`src/rtl/evt_burst_pkg.sv`:
```
// Shared types and helpers for the burst event transmitter.
package evt_burst_pkg;

    // Sequencer phases: each word has a valid phase and a neutral phase.
    typedef enum logic [2:0] {
        S_IDLE,
        S_ROW_V,
        S_ROW_N,
        S_COL_V,
        S_COL_N,
        S_TAIL_V,
        S_TAIL_N
    } seq_state_t;

    // Map a two-bit value to its 1-of-4 line code.
    function automatic logic [3:0] code4(input logic [1:0] v);
        return 4'b0001 << v;
    endfunction

endpackage

```
`src/rtl/evt_row_arb.sv`:
```
// Event flag store, round-robin row arbiter and next-row staging register.
// Assumes evt_set pulses are synchronous to clk. A grant happens only while
// staging is empty; the granted row's flags clear in that cycle, and a pulse
// arriving in the same cycle survives.
module evt_row_arb #(
    parameter int ROWS  = 8,
    parameter int COLS  = 8,
    parameter int ROW_W = $clog2(ROWS)
) (
    input  logic                 clk,
    input  logic                 rst_n,
    input  logic [ROWS*COLS-1:0] evt_set,
    input  logic                 stg_take,
    output logic                 stg_full,
    output logic [ROW_W-1:0]     stg_row,
    output logic [COLS-1:0]      stg_cols
);
    logic [ROWS-1:0][COLS-1:0] flags_q, flags_d, set_m, clr_m;
    logic [ROWS-1:0]           row_any;
    logic [ROW_W-1:0]          ptr_q, gnt_row;
    logic                      gnt_ok, grant;

    // Unflatten event pulses and summarise each row.
    always_comb begin
        for (int r = 0; r < ROWS; r++) begin
            set_m[r]   = evt_set[r*COLS +: COLS];
            row_any[r] = |flags_q[r];
        end
    end

    // Round robin: first pending row after the pointer, wrapping.
    always_comb begin
        gnt_ok  = 1'b0;
        gnt_row = '0;
        for (int k = ROWS - 1; k >= 0; k--) begin
            if (row_any[(int'(ptr_q) + 1 + k) % ROWS]) begin
                gnt_ok  = 1'b1;
                gnt_row = ROW_W'((int'(ptr_q) + 1 + k) % ROWS);
            end
        end
    end

    assign grant = gnt_ok && !stg_full;

    // Next flag state: clear the captured row, then merge new pulses.
    always_comb begin
        for (int r = 0; r < ROWS; r++) begin
            clr_m[r]   = (grant && gnt_row == ROW_W'(r)) ? flags_q[r] : '0;
            flags_d[r] = (flags_q[r] & ~clr_m[r]) | set_m[r];
        end
    end

    // Flag storage.
    always_ff @(posedge clk) begin
        if (!rst_n) flags_q <= '0;
        else        flags_q <= flags_d;
    end

    // Staging register and grant pointer.
    always_ff @(posedge clk) begin
        if (!rst_n) begin
            stg_full <= 1'b0;
            stg_row  <= '0;
            stg_cols <= '0;
            ptr_q    <= ROW_W'(ROWS - 1);
        end else if (grant) begin
            stg_full <= 1'b1;
            stg_row  <= gnt_row;
            stg_cols <= flags_q[gnt_row];
            ptr_q    <= gnt_row;
        end else if (stg_take) begin
            stg_full <= 1'b0;
        end
    end

    // A pulse is present in the flags one cycle later.
    for (genvar r = 0; r < ROWS; r++) begin : g_keep
        p_keep_set_r7: assert property (@(posedge clk) disable iff (!rst_n)
            (|set_m[r]) |=> ((flags_q[r] & $past(set_m[r])) == $past(set_m[r])));
    end

    // A staged row is not altered before the sequencer takes it.
    p_stage_hold_r5: assert property (@(posedge clk) disable iff (!rst_n)
        (stg_full && !stg_take) |=> (stg_full && $stable(stg_row) && $stable(stg_cols)));

endmodule

```
`src/rtl/evt_burst_seq.sv`:
```
// Burst sequencer with column latch and acknowledge synchroniser.
// Loads a staged row, walks its column latch lowest index first and ends
// with a tail word. Each word waits for ack high, then for ack low.
module evt_burst_seq
    import evt_burst_pkg::*;
#(
    parameter int COLS  = 8,
    parameter int ROW_W = 3,
    parameter int COL_W = $clog2(COLS)
) (
    input  logic             clk,
    input  logic             rst_n,
    input  logic             link_ack,
    input  logic             stg_full,
    input  logic [ROW_W-1:0] stg_row,
    input  logic [COLS-1:0]  stg_cols,
    output logic             stg_take,
    output logic             drv_row,
    output logic             drv_col,
    output logic             drv_tail,
    output logic [ROW_W-1:0] row_idx,
    output logic [COL_W-1:0] col_idx
);
    seq_state_t      state_q;
    logic [COLS-1:0] cols_q;
    logic            ack_m, ack_s;

    // Two-flop synchroniser for the asynchronous acknowledge.
    always_ff @(posedge clk) begin
        if (!rst_n) {ack_s, ack_m} <= 2'b00;
        else        {ack_s, ack_m} <= {ack_m, link_ack};
    end

    // Lowest pending column in the latch.
    always_comb begin
        col_idx = '0;
        for (int c = COLS - 1; c >= 0; c--)
            if (cols_q[c]) col_idx = COL_W'(c);
    end

    assign stg_take = stg_full && (state_q == S_IDLE || (state_q == S_TAIL_N && !ack_s));
    assign drv_row  = (state_q == S_ROW_V);
    assign drv_col  = (state_q == S_COL_V);
    assign drv_tail = (state_q == S_TAIL_V);

    // Phase sequencing and column latch updates.
    always_ff @(posedge clk) begin
        if (!rst_n) begin
            state_q <= S_IDLE;
            cols_q  <= '0;
            row_idx <= '0;
        end else begin
            case (state_q)
                S_IDLE: if (stg_take) begin
                    row_idx <= stg_row;
                    cols_q  <= stg_cols;
                    state_q <= S_ROW_V;
                end
                S_ROW_V:  if (ack_s)  state_q <= S_ROW_N;
                S_ROW_N:  if (!ack_s) state_q <= S_COL_V;
                S_COL_V: if (ack_s) begin
                    cols_q[col_idx] <= 1'b0;
                    state_q         <= S_COL_N;
                end
                S_COL_N: if (!ack_s) state_q <= (cols_q != '0) ? S_COL_V : S_TAIL_V;
                S_TAIL_V: if (ack_s)  state_q <= S_TAIL_N;
                S_TAIL_N: if (!ack_s) begin
                    if (stg_take) begin
                        row_idx <= stg_row;
                        cols_q  <= stg_cols;
                        state_q <= S_ROW_V;
                    end else begin
                        state_q <= S_IDLE;
                    end
                end
                default: state_q <= S_IDLE;
            endcase
        end
    end

    // A word holds while the synchronised ack is low.
    p_word_hold_r3: assert property (@(posedge clk) disable iff (!rst_n)
        ((drv_row || drv_col || drv_tail) && !ack_s) |=> ($stable(state_q) && $stable(col_idx) && $stable(row_idx)));

    // A staged row handed over always has at least one column.
    p_load_nonempty_r5: assert property (@(posedge clk) disable iff (!rst_n)
        stg_take |-> (stg_cols != '0));

endmodule

```
`src/rtl/evt_link_enc.sv`:
```
// One-hot link encoder. Builds a word per source (row, column, tail), gates
// each by its drive strobe, ORs them and registers the lines.
// Assumes at most one strobe is active per cycle.
module evt_link_enc
    import evt_burst_pkg::*;
#(
    parameter int ADDR_W = 9,
    parameter int ROW_W  = 3,
    parameter int COL_W  = 3,
    parameter int LINES  = 2 * (ADDR_W + 1)
) (
    input  logic             clk,
    input  logic             rst_n,
    input  logic             drv_row,
    input  logic             drv_col,
    input  logic             drv_tail,
    input  logic [ROW_W-1:0] row_idx,
    input  logic [COL_W-1:0] col_idx,
    output logic [LINES-1:0] link_data
);
    localparam int GROUPS = (ADDR_W + 1) / 2;

    logic [2:0][ADDR_W:0]  word;
    logic [2:0]            drv;
    logic [2:0][LINES-1:0] src;
    logic [LINES-1:0]      merged;

    assign word[0] = {ADDR_W'(row_idx), 1'b0};
    assign word[1] = {ADDR_W'(col_idx), 1'b0};
    assign word[2] = {ADDR_W'(0), 1'b1};
    assign drv     = {drv_tail, drv_col, drv_row};

    // Per-source gated 1-of-4 encoding.
    for (genvar s = 0; s < 3; s++) begin : g_src
        always_comb begin
            src[s] = '0;
            if (drv[s])
                for (int g = 0; g < GROUPS; g++)
                    src[s][4*g +: 4] = code4(word[s][2*g +: 2]);
        end
    end

    assign merged = src[0] | src[1] | src[2];

    // Register the merged lines so the link sees clean transitions.
    always_ff @(posedge clk) begin
        if (!rst_n) link_data <= '0;
        else        link_data <= merged;
    end

    // Only one source may be non-neutral at a time.
    p_one_source_r8: assert property (@(posedge clk) disable iff (!rst_n)
        $onehot0({|src[2], |src[1], |src[0]}));

endmodule

```
`src/rtl/evt_burst_tx.sv`:
```
// Top of the word-serial burst event transmitter: flag store and row
// arbiter, burst sequencer, and 1-of-4 link encoder.
// Assumes ADDR_W is odd and wide enough for the row and column indices.
module evt_burst_tx #(
    parameter int ROWS   = 8,
    parameter int COLS   = 8,
    parameter int ADDR_W = 9
) (
    input  logic                       clk,
    input  logic                       rst_n,
    input  logic [ROWS*COLS-1:0]       evt_set,
    input  logic                       link_ack,
    output logic [2*(ADDR_W+1)-1:0]    link_data
);
    localparam int ROW_W  = $clog2(ROWS);
    localparam int COL_W  = $clog2(COLS);
    localparam int LINES  = 2 * (ADDR_W + 1);
    localparam int GROUPS = LINES / 4;

    logic             stg_full, stg_take;
    logic [ROW_W-1:0] stg_row, row_idx;
    logic [COLS-1:0]  stg_cols;
    logic             drv_row, drv_col, drv_tail;
    logic [COL_W-1:0] col_idx;

    evt_row_arb #(.ROWS(ROWS), .COLS(COLS), .ROW_W(ROW_W)) u_arb (
        .clk(clk), .rst_n(rst_n), .evt_set(evt_set), .stg_take(stg_take),
        .stg_full(stg_full), .stg_row(stg_row), .stg_cols(stg_cols)
    );

    evt_burst_seq #(.COLS(COLS), .ROW_W(ROW_W), .COL_W(COL_W)) u_seq (
        .clk(clk), .rst_n(rst_n), .link_ack(link_ack),
        .stg_full(stg_full), .stg_row(stg_row), .stg_cols(stg_cols),
        .stg_take(stg_take), .drv_row(drv_row), .drv_col(drv_col),
        .drv_tail(drv_tail), .row_idx(row_idx), .col_idx(col_idx)
    );

    evt_link_enc #(.ADDR_W(ADDR_W), .ROW_W(ROW_W), .COL_W(COL_W), .LINES(LINES)) u_enc (
        .clk(clk), .rst_n(rst_n), .drv_row(drv_row), .drv_col(drv_col),
        .drv_tail(drv_tail), .row_idx(row_idx), .col_idx(col_idx),
        .link_data(link_data)
    );

    // Every group is neutral or one-hot, and all groups agree on validity.
    for (genvar g = 0; g < GROUPS; g++) begin : g_chk
        p_group_code_r2: assert property (@(posedge clk) disable iff (!rst_n)
            $onehot0(link_data[4*g +: 4]) && ((link_data != '0) -> (link_data[4*g +: 4] != 4'b0)));
    end

endmodule

```
`config.mk`:
```
export PLATFORM = sky130hd
export DESIGN_NAME = evt_burst_tx
export DESIGN_NICKNAME = d
export VERILOG_FILES = /design/src/rtl/evt_burst_pkg.sv /design/src/rtl/evt_row_arb.sv /design/src/rtl/evt_burst_seq.sv /design/src/rtl/evt_link_enc.sv /design/src/rtl/evt_burst_tx.sv
export SDC_FILE = /design/constraint.sdc
export NUM_CORES = 1
export LEC_CHECK = 0
export ABC_CLOCK_PERIOD_IN_PS = 9030
export BUFFER_PORTS_ARGS = -buffer_cell sky130_fd_sc_hd__buf_2
export CORE_UTILIZATION = 50
export CTS_CLUSTER_SIZE = 24
export DETAILED_ROUTE_END_ITERATION = 6
export PLACE_DENSITY = 0.71
export SYNTH_ARGS = -nofsm -noshare
export SYNTH_HDL_FRONTEND = slang
export SYNTH_HIERARCHICAL = 1
export SYNTH_SLANG_ARGS = --single-unit
```
`constraint.sdc`:
```
create_clock -name clk -period 9.03 [get_ports clk]
set_input_delay 1.806 -clock clk [delete_from_list [all_inputs] [get_ports clk]]
set_output_delay 1.806 -clock clk [all_outputs]
set_load 0.02 [all_outputs]
```
==> results of run 1 <==
sequential cells by signal, summed over array words and instances, names as in the netlist:
register,flops
u_arb/stg_cols,8
u_seq/cols_q,8
u_arb/stg_full,1
u_seq/ack_m,1
u_seq/state_q,3
u_arb/flags_q,64
u_seq/ack_s,1
u_arb/ptr_q,3
u_enc/link_data,8
u_arb/stg_row,3
u_seq/row_idx,3
logic make-up (layout without fill, tap and decap cells):
group | after synthesis | count (layout) | share of synthesized area
other | 1 | 10 | 0.000625
XOR/XNOR | 4 | 4 | 0.00709
flip-flops | 103 | 103 | 0.344
AO/OA/AOI/OAI | 280 | 280 | 0.318
multiplexers | 20 | 20 | 0.0421
AND/OR/NAND/NOR | 224 | 224 | 0.211
buffers and inverters | 80 | 124 | 0.0736
adder cells (fa/ha/maj) | 2 | 2 | 0.00417
power by group:
part | internal (mW) | total, mW | switching [mW]
clock | 0.194 | 0.386 | 0.192
combinational | 0.266 | 0.762 | 0.496
sequential | 0.512 | 0.574 | 0.0618
total | 0.971 | 1.72 | 0.751
area by class of cell:
| type | instances | area (µm²) |
|---|---|---|
| fill | 1088 | 4980 |
| multi-input combinational | 540 | 3530 |
| sequential | 103 | 2060 |
| timing repair buffer | 80 | 410 |
| clock buffer | 9 | 225 |
| tap | 143 | 179 |
| inverter | 28 | 108 |
| clock inverter | 7 | 66.3 |
layout by cell type (no fill, tap or decap), types with 7 or more instances in the layout:
master     instances
o21a_1            38
a21oi_1           68
nor4_1            10
o21ai_0           47
a21boi_0          37
nand2b_1           8
buf_2             76
clkbuf_16          9
o221ai_1          11
nor2_1            41
a211oi_1          13
nor3_1            10
and2_1             7
inv_1             24
mux2i_1           14
conb_1            10
or3_1              7
nand3_1           43
o211ai_1           7
dfxtp_1          103
nor4_2            11
nand2_1           46
cell usage after synthesis, types with 10 or more instances:
library cell	instances	area share
clkbuf_1	19	0.012
nor2_1	42	0.026
a211oi_1	13	0.016
a21boi_0	37	0.046
o21ai_0	47	0.039
nand3_1	43	0.036
nor4_1	10	0.010
nor3_1	10	0.0083
o21a_1	38	0.048
mux2i_1	14	0.023
nand2_1	46	0.029
a21oi_1	68	0.057
dfxtp_1	103	0.34
buf_4	16	0.020
inv_1	24	0.015
nor4_2	11	0.023
o221ai_1	11	0.016
routing by layer:
metal	up-vias	share of wire	track usage	routed length (µm)
met4	0	0.036	0.136	609
met2	255	0.45	0.453	7710
met1	2714	0.45	0.367	7700
met5	-	0	0	0
li1	2757	-	-	-
met3	41	0.063	0.0446	1080
final timing paths:
check	startpoint	slack (ns)	end	depth (start not counted)
max reg2reg	u_arb/ptr_q[0]	2.73	u_arb/flags_q[61]	12
max	u_arb/ptr_q[0]	2.73	u_arb/flags_q[61]	12
min reg2reg	u_seq/ack_m	0.44	u_seq/ack_s	1
min	u_seq/ack_m	0.44	u_seq/ack_s	1
==> out/metrics.cfg, run 1 <==
[detailed_routing]
drtPass1Iterations = 7
drc_errors = 5
wl_per_cell_um = 18.8
vias = 5767
ant_nets = 0
drt_iter0_drc = 516
viasPerCell = 6.34
routed_wirelength_mm = 17.1

[worst_setup_path]
crit_path_frequent_cell = a21oi_1
startpoint_type = register
critPathArrivalTime_ns = 6.50
cpMaxStageDelayCell = ha_1
crit_family = simple AND/OR/NAND/NOR gates
worstPathRequired_ns = 9.24
end_kind = register
crit_type = reg -> reg
crit_buf_inv = 2
crit_fanout = 27
slowest_delay_ns = 1.04
crit_chain = inv_1 -> ha_1 -> clkinv_1 -> nand3_1 -> a21oi_1 -> nor3_1 -> a211oi_1 -> o311a_1 -> nor2_2 -> nand2_1 -> o21ai_0 -> a21oi_1

[timing]
rsz0062_at_grt = false
slew_violations = 0
fmax_mhz = 159
period_minus_slack_ns = 6.30
hold_violations = 0
fin_crit_sh = 0.697
fin_skew_ns = 0.00967
hold_slack_ns = 0.438
setup_violations = 0
worst_slack_ns = 2.73
tightest_slew_ns = 1.19
slew_headroom = 0.204
fin_tns_setup_ns = 0

[clocking]
clk_latency_ns = 0.36
post-cts-setup-buffer-count = 0
cts_buffer_depth = 2
path_clk_slew_ns = 0.07
ctsResizeCount = 0
cts_tree = done
clkSinkCount = 103
root_buffer = clkbuf_16
cts-hold-fix-buffers = 0
htreeDepth = 3
numCtsBuffers = 9

[flow_run]
maxCapViolations = 0

[die]
die_area_um2 = 12400
fp.dieH_um = 112
core_um2 = 11600
row_count = 39
pin_count = 87
start_util = 0.519
die_w_um = 112

[synth]
yosysWarnings = 6
synth_edf_count = 0
netlist_instances = 714
avgSynthCellArea_um2 = 8.40
synth_cell_types = 87
synth_ff_type = dfxtp_1
ys_seq_area_frac = 0.344
synth-async-reset-ratio = 0
ys_seq_elements = 103
syn_area_um2 = 6000

[power]
powerDensity_nw_per_um2 = 262
cellLeakagePower_nw = 2.53
ir_drop_mv = 0.158
power_mw = 1.72

[status]
status = finished, violations left
violations = DRC

[global_routing]
grt_use_total = 0.281
antenna_found_initial = 0
grt_pass1_wl_mm = 27.7
grt_overflow = 0
grt_max_degree = 66
grt_pass1_vias = 5425

[final_layout]
finalNonFillerCells = 910
nets = 831
final_area_um2 = 6580
num_antenna_cells = 0
fin_util = 0.569
area_delta_synth_final_pct = 9.72
final_layout_size_suffix_gt1_frac = 0.175

[worst_hold_path]
hp-class = reg -> reg

[placement]
dp_slack_ns = 2.89
gp_congestion = 0.917
post-place-cells = 894
hpwlAfterDp_mm = 12.7
portBuffers = 76
place_area_um2 = 6290

Note: power is estimated with default switching activity, not from simulation.
==> inputs of run 2 (changes only) <==
--- a/config.mk
+++ b/config.mk
@@ -5,12 +5,13 @@
 export SDC_FILE = /design/constraint.sdc
 export NUM_CORES = 1
 export LEC_CHECK = 0
-export ABC_CLOCK_PERIOD_IN_PS = 9030
+export ABC_AREA = 1
+export ABC_CLOCK_PERIOD_IN_PS = 6100
 export BUFFER_PORTS_ARGS = -buffer_cell sky130_fd_sc_hd__buf_2
 export CORE_UTILIZATION = 50
 export CTS_CLUSTER_SIZE = 24
 export DETAILED_ROUTE_END_ITERATION = 6
-export PLACE_DENSITY = 0.71
+export PLACE_DENSITY = 0.72
 export SYNTH_ARGS = -nofsm -noshare
 export SYNTH_HDL_FRONTEND = slang
 export SYNTH_HIERARCHICAL = 1
==> constraint.sdc (replaced) <==
create_clock -name clk -period 6.1 [get_ports clk]
set_input_delay 1.22 -clock clk [delete_from_list [all_inputs] [get_ports clk]]
set_output_delay 1.22 -clock clk [all_outputs]
set_load 0.02 [all_outputs]
==> run 2 against run 1 <==
Net effect:
- the flow now finishes without violations
- synthesized cell count up 21%
- sequential share of layout area increased by 2.3 points
- combinational power grew to 3.1 times the previous value
- die area decreased by 6.2%
- critical endpoint is now u_arb/flags_q[28]
- largest power group unchanged
- highest routed layer unchanged
==> out/metrics.cfg, run 2 <==
[status]
status = complete, no violations  ; was finished, violations left

[detailed_routing]
drtPass1Iterations = 5  ; was 7
drc_errors = 0  ; was 5
ant_nets = 0  ; unchanged
viasPerCell = 4.93  ; was 6.34
drt_iter0_drc = 260  ; was 516
wl_per_cell_um = 11.9  ; was 18.8 µm
vias = 5231  ; was 5767
routed_wirelength_mm = 12.6  ; was 17.1 mm

[synth]
synth_ff_type = dfxtp_1  ; unchanged
synth_top_family_by_area = simple AND/OR/NAND/NOR gates  ; was compound AO/OA/AOI/OAI gates
netlist_instances = 862  ; was 714
synth_compound_area_frac = 0.118  ; was 0.318
synth_area_leaders = dfxtp_1, nand2_1, a21oi_1, nor2_1, nand3_1  ; was dfxtp_1, a21oi_1, o21a_1, a21boi_0, o21ai_0
avgSynthCellArea_um2 = 6.52  ; was 8.40 µm²
yosys-top-cells-count = nand2_1, dfxtp_1, nor2_1  ; was dfxtp_1, a21oi_1, o21ai_0
synth_xor_area_frac = 0.00868  ; was 0.00709
muxShareOfSynthArea = 0  ; was 0.0421
ys_seq_elements = 103  ; unchanged
synth-async-reset-ratio = 0  ; unchanged
synth_edf_count = 0  ; unchanged
yosysWarnings = 6  ; unchanged
yosys.cell_count.top_type = nand2_1  ; was dfxtp_1
synth_cell_types = 39  ; was 87
synthAdderAreaFrac = 0.00445  ; was 0.00417
ys_seq_area_frac = 0.367  ; was 0.344
synth-simple-area-share = 0.391  ; was 0.211
synth.top_cell.area_share = 0.367  ; was 0.344
synth.largest_area_cell = dfxtp_1  ; unchanged
syn_area_um2 = 5620  ; was 6000 µm²

[timing]
fin_crit_sh = 0.662  ; was 0.697
fin_tns_setup_ns = 0  ; unchanged
fmax_mhz = 248  ; was 159 MHz
rsz0062_at_grt = false  ; unchanged
hold_violations = 0  ; unchanged
slew_headroom = 0.268  ; was 0.204
setup_violations = 0  ; unchanged
worst_slack_ns = 2.06  ; was 2.73 ns
fin_skew_ns = 0.0108  ; was 0.00967 ns
tightest_slew_ns = 1.10  ; was 1.19 ns
period_minus_slack_ns = 4.04  ; was 6.30 ns
slew_violations = 0  ; unchanged

[worst_setup_path]
reg2reg_slack_ns = 2.06  ; was 2.73 ns
rr_endpoint = u_arb/flags_q[28]  ; was u_arb/flags_q[61]
critPathArrivalTime_ns = 4.26  ; was 6.50 ns
crit_type = reg -> reg  ; unchanged
crit_fanout = 21  ; was 27
startpoint_type = register  ; unchanged
cp-endpoint = u_arb/flags_q[28]  ; was u_arb/flags_q[61]
ff2ff_path_depth = 16  ; was 12
crit_path_start = u_arb/ptr_q[0]  ; unchanged
r2r_start = u_arb/ptr_q[0]  ; unchanged
end_kind = register  ; unchanged
worstPathRequired_ns = 6.33  ; was 9.24 ns

[placement]
portBuffers = 76  ; unchanged
dp_slack_ns = 2.14  ; was 2.89 ns
gp_congestion = 0.883  ; was 0.917
hpwlAfterDp_mm = 9.20  ; was 12.7 mm

[die]
row_count = 38  ; was 39
pin_count = 87  ; unchanged
start_util = 0.516  ; was 0.519
core_um2 = 10900  ; was 11600 µm²
die_w_um = 108  ; was 112 µm
fp.dieH_um = 108  ; was 112 µm
die_area_um2 = 11700  ; was 12400 µm²

[clocking]
root_buffer = clkbuf_8  ; was clkbuf_16
post-cts-setup-buffer-count = 0  ; unchanged
htreeDepth = 3  ; unchanged
clkSinkCount = 103  ; unchanged
numCtsBuffers = 9  ; unchanged
path_clk_slew_ns = 0.09  ; was 0.07 ns
cts-hold-fix-buffers = 0  ; unchanged
cts_tree = done  ; unchanged
clk_latency_ns = 0.38  ; was 0.36 ns
ctsResizeCount = 0  ; unchanged
cts_buffer_depth = 2  ; unchanged

[global_routing]
grt_overflow = 0  ; unchanged
grt_use_total = 0.233  ; was 0.281
grt_pass1_vias = 4672  ; was 5425
antenna_found_initial = 0  ; unchanged
grt_pass1_wl_mm = 21.5  ; was 27.7 mm
grt_max_degree = 68  ; was 66

[final_layout]
area_delta_synth_final_pct = 9.21  ; was 9.72%
final_layout_size_suffix_gt1_frac = 0.161  ; was 0.175
num_antenna_cells = 0  ; unchanged
final_cell_mix = nand2_1, dfxtp_1, nor2_1  ; was dfxtp_1, buf_2, a21oi_1
regMostFlops = u_arb/flags_q  ; unchanged
largest_reg_flops = 64  ; unchanged
final_common_cell = nand2_1  ; was dfxtp_1
nets = 986  ; was 831

[flow_run]
maxCapViolations = 0  ; unchanged

[power]
cellLeakagePower_nw = 3.15  ; was 2.53 nW
ir_drop_mv = 0.284  ; was 0.158 mV
powerDensity_nw_per_um2 = 611  ; was 262 nW/µm²
power_mw = 3.75  ; was 1.72 mW

[worst_hold_path]
hp-class = reg -> reg  ; unchanged

-- run 2: power by group --
| part | internal, mW | switching [mW] | leakage (nW) |
|---|---|---|---|
| clock network | 0.232 | 0.230 | 0.104 |
| logic | 0.703 | 1.66 | 2.19 |
| registers | 0.802 | 0.121 | 0.856 |
| total | 1.74 | 2.01 | 3.15 |
-- run 2: logic make-up after synthesis --
group,count (synthesis)
AND/OR/NAND/NOR,506
buffers and inverters,130
AO/OA/AOI/OAI,117
flip-flops,103
XOR/XNOR,3
adder cells (fa/ha/maj),2
other,1
-- run 2: layout make-up --
class | count | area [µm²]
repair buffers | 76 | 380
clock buffers | 11 | 131
flip-flops and latches | 103 | 2060
inverters | 89 | 334
well taps | 140 | 175
clock inverters | 5 | 81.3
fillers | 1133 | 4750
multi-input cells | 638 | 2980
-- run 2: critical path, cell delays in order, from the launching register on --
cell	delay, ns
dfxtp_1	0.67
inv_2	0.18
ha_1	0.45
xnor2_2	0.37
inv_2	0.11
nand2_1	0.12
nand3_1	0.12
nand2_1	0.15
a21oi_1	0.06
nand2_1	0.07
nand2_1	0.06
nand2_1	0.07
nand2_1	0.08
a21oi_2	0.75
nand3_2	0.34
a21oi_1	0.24
nor2_1	0.05
-- run 2: layer usage --
layer / global-route usage / part of all wire
met3: 0.0446 / 0.037
met1: 0.310 / 0.49
met5: 0 / 0
met4: 0.0675 / 0.013
met2: 0.381 / 0.46
-- run 2: through the flow --
step                 util  area (µm²)  std cells  hold slack [ns]
floorplan               -        5660        871            0.390
global placement    0.544        5930       1046            0.393
detailed placement  0.544        5930       1046            0.405
CTS                 0.564        6140       1062            0.424
global route        0.564        6140       1062            0.465
finish              0.564        6140       1062            0.422
-- run 2: how the worst min path moves through the flow --
stage                            from           to  cells after the start
after floorplan           u_seq/ack_m  u_seq/ack_s                      2
after global placement    u_seq/ack_m  u_seq/ack_s                      2
after detailed placement  u_seq/ack_m  u_seq/ack_s                      2
after CTS                 u_seq/ack_m  u_seq/ack_s                      2
after global routing      u_seq/ack_m  u_seq/ack_s                      2
final                     u_seq/ack_m  u_seq/ack_s                      2
==> inputs of run 3 (changes only) <==
--- a/config.mk
+++ b/config.mk
@@ -6,7 +6,7 @@
 export NUM_CORES = 1
 export LEC_CHECK = 0
 export ABC_AREA = 1
-export ABC_CLOCK_PERIOD_IN_PS = 6100
+export ABC_CLOCK_PERIOD_IN_PS = 4010
 export BUFFER_PORTS_ARGS = -buffer_cell sky130_fd_sc_hd__buf_2
 export CORE_UTILIZATION = 50
 export CTS_CLUSTER_SIZE = 24
==> constraint.sdc (replaced) <==
create_clock -name clk -period 4.01 [get_ports clk]
set_input_delay 0.802 -clock clk [delete_from_list [all_inputs] [get_ports clk]]
set_output_delay 0.802 -clock clk [all_outputs]
set_load 0.02 [all_outputs]
==> run 3 against run 2 <==
Net effect:
- clock-buffer cell count grew 1
- non-clock buffer count up 4
- global-route usage rose by 0.23 points
- maximum frequency up 16%
- total power grew 51%
- hold slack got worse by 0.0038 ns
- critical endpoint is now u_arb/flags_q[27]
- highest routed layer unchanged
- final cell count increased by 0.38%
==> out/metrics.cfg, run 3 (synthesis results as in run 2) <==
[detailed_routing]
viasPerCell = 4.92  ; was 4.93
drt_iter0_drc = 270  ; was 260
drtPass1Iterations = 5  ; unchanged
drc_errors = 0  ; unchanged
vias = 5245  ; was 5231
wl_per_cell_um = 11.8  ; was 11.9 µm
routed_wirelength_mm = 12.6  ; about the same
ant_nets = 0  ; unchanged

[final_layout]
final_layout_size_suffix_gt1_frac = 0.164  ; was 0.161
finalNonFillerCells = 1066  ; was 1062
fin_util = 0.563  ; was 0.564
final_common_cell = nand2_1  ; unchanged
final_cell_mix = nand2_1, dfxtp_1, nor2_1  ; unchanged
final_area_um2 = 6130  ; was 6140 µm²
regMostFlops = u_arb/flags_q  ; unchanged
num_antenna_cells = 0  ; unchanged
nets = 990  ; was 986
area_delta_synth_final_pct = 9.08  ; was 9.21%
largest_reg_flops = 64  ; unchanged

[timing]
hold_violations = 0  ; unchanged
setup_violations = 0  ; unchanged
fin_tns_setup_ns = 0  ; unchanged
hold_slack_ns = 0.418  ; was 0.422 ns
fin_skew_ns = 0.0201  ; was 0.0108 ns
slew_headroom = 0.288  ; was 0.268
fmax_mhz = 287  ; was 248 MHz
fin_crit_sh = 0.868  ; was 0.662
rsz0062_at_grt = false  ; unchanged
tightest_slew_ns = 1.07  ; was 1.10 ns
slew_violations = 0  ; unchanged
period_minus_slack_ns = 3.48  ; was 4.04 ns

[clocking]
htreeDepth = 3  ; unchanged
cts_tree = done  ; unchanged
cts-hold-fix-buffers = 0  ; unchanged
post-cts-setup-buffer-count = 0  ; unchanged
root_buffer = clkbuf_8  ; unchanged
clkSinkCount = 103  ; unchanged
numCtsBuffers = 9  ; unchanged
cts_buffer_depth = 2  ; unchanged
clk_latency_ns = 0.38  ; about the same
ctsResizeCount = 0  ; unchanged
path_clk_slew_ns = 0.10  ; was 0.09 ns

[die]
die_area_um2 = 11700  ; unchanged
start_util = 0.516  ; unchanged
core_um2 = 10900  ; unchanged
fp.dieH_um = 108  ; unchanged
row_count = 38  ; unchanged
die_w_um = 108  ; unchanged
pin_count = 87  ; unchanged

[global_routing]
grt_pass1_wl_mm = 21.8  ; was 21.5 mm
grt_pass1_vias = 4737  ; was 4672
antenna_found_initial = 0  ; unchanged
grt_use_total = 0.235  ; was 0.233
grt_max_degree = 68  ; unchanged
grt_overflow = 0  ; unchanged

[placement]
portBuffers = 76  ; unchanged
hpwlAfterDp_mm = 9.30  ; was 9.20 mm
gp_congestion = 0.901  ; was 0.883
place_area_um2 = 5960  ; was 5930 µm²
post-place-cells = 1050  ; was 1046

[worst_setup_path]
startpoint_type = register  ; unchanged
worstPathRequired_ns = 4.25  ; was 6.33 ns
critPathArrivalTime_ns = 3.72  ; was 4.26 ns
crit_fanout = 37  ; was 21
end_kind = register  ; unchanged
crit_type = reg -> reg  ; unchanged

[flow_run]
maxCapViolations = 0  ; unchanged

[power]
ir_drop_mv = 0.423  ; was 0.284 mV
cellLeakagePower_nw = 3.15  ; about the same
powerDensity_nw_per_um2 = 924  ; was 611 nW/µm²

[status]
status = complete, no violations  ; unchanged

[worst_hold_path]
hp-class = reg -> reg  ; unchanged

run 3: cell count changes in the layout (fill, tap and decap cells not counted), sizes merged:
| cell | change |
|---|---|
| bufinv | -2 |
| clkbuf | +1 |
| clkinv | +1 |
| buf | +4 |
run 3: cell type report:
class	instances	area, µm²
well taps	140	175
clock inverters	4	30.0
clock buffers	12	145
multi-input cells	638	2980
inverters	89	334
flip-flops and latches	103	2060
repair buffers	80	410
fillers	1135	4760
run 3: power by group:
group | internal, mW | switching (mW) | leakage [nW] | total, mW
sequential | 1.22 | 0.166 | 0.856 | 1.39
clock | 0.246 | 0.363 | 0.0870 | 0.609
combinational | 1.14 | 2.54 | 2.21 | 3.67
run 3: routing by layer:
| metal | vias up | routed length [µm] | global-route usage | part of all wire |
|---|---|---|---|---|
| met4 | 0 | 193 | 0.0724 | 0.015 |
| met5 | - | 0 | 0 | 0 |
| li1 | 2807 | - | - | - |
| met1 | 2324 | 6030 | 0.310 | 0.48 |
| met2 | 100 | 5850 | 0.387 | 0.46 |
| met3 | 14 | 507 | 0.0440 | 0.040 |
run 3: path summary, 6_finish.rpt:
path / from / end / slack, ns / cells after the start
setup reg to reg: u_arb/ptr_q[0] / u_arb/flags_q[27] / 0.53 / 16
hold / removal: u_seq/ack_m / u_seq/ack_s / 0.42 / 2
hold reg to reg: u_seq/ack_m / u_seq/ack_s / 0.42 / 2
setup / recovery: u_arb/ptr_q[0] / u_arb/flags_q[27] / 0.53 / 16
run 3: through the flow:
step | power (mW) | worst slack [ns]
after floorplan | 4.59 | 1.22
after global placement | 5.04 | 0.656
after detailed placement | 5.05 | 0.599
after CTS | 5.66 | 0.566
after global routing | 6.24 | 0.232
final | 5.67 | 0.529
run 3: critical path, stage by stage (launching register included):
cell and delay (ns):
dfxtp_1 0.35, inv_2 0.09, ha_1 0.42, xnor2_2 0.37
inv_2 0.11, nand3_1 0.11, nand2_1 0.08, nand2_1 0.10
nand2_1 0.13, a21oi_2 0.17, nand2_2 0.10, nand3_4 0.33
nand2_8 0.25, inv_2 0.23, nand3_2 0.21, a21oi_1 0.23
nor2_1 0.05
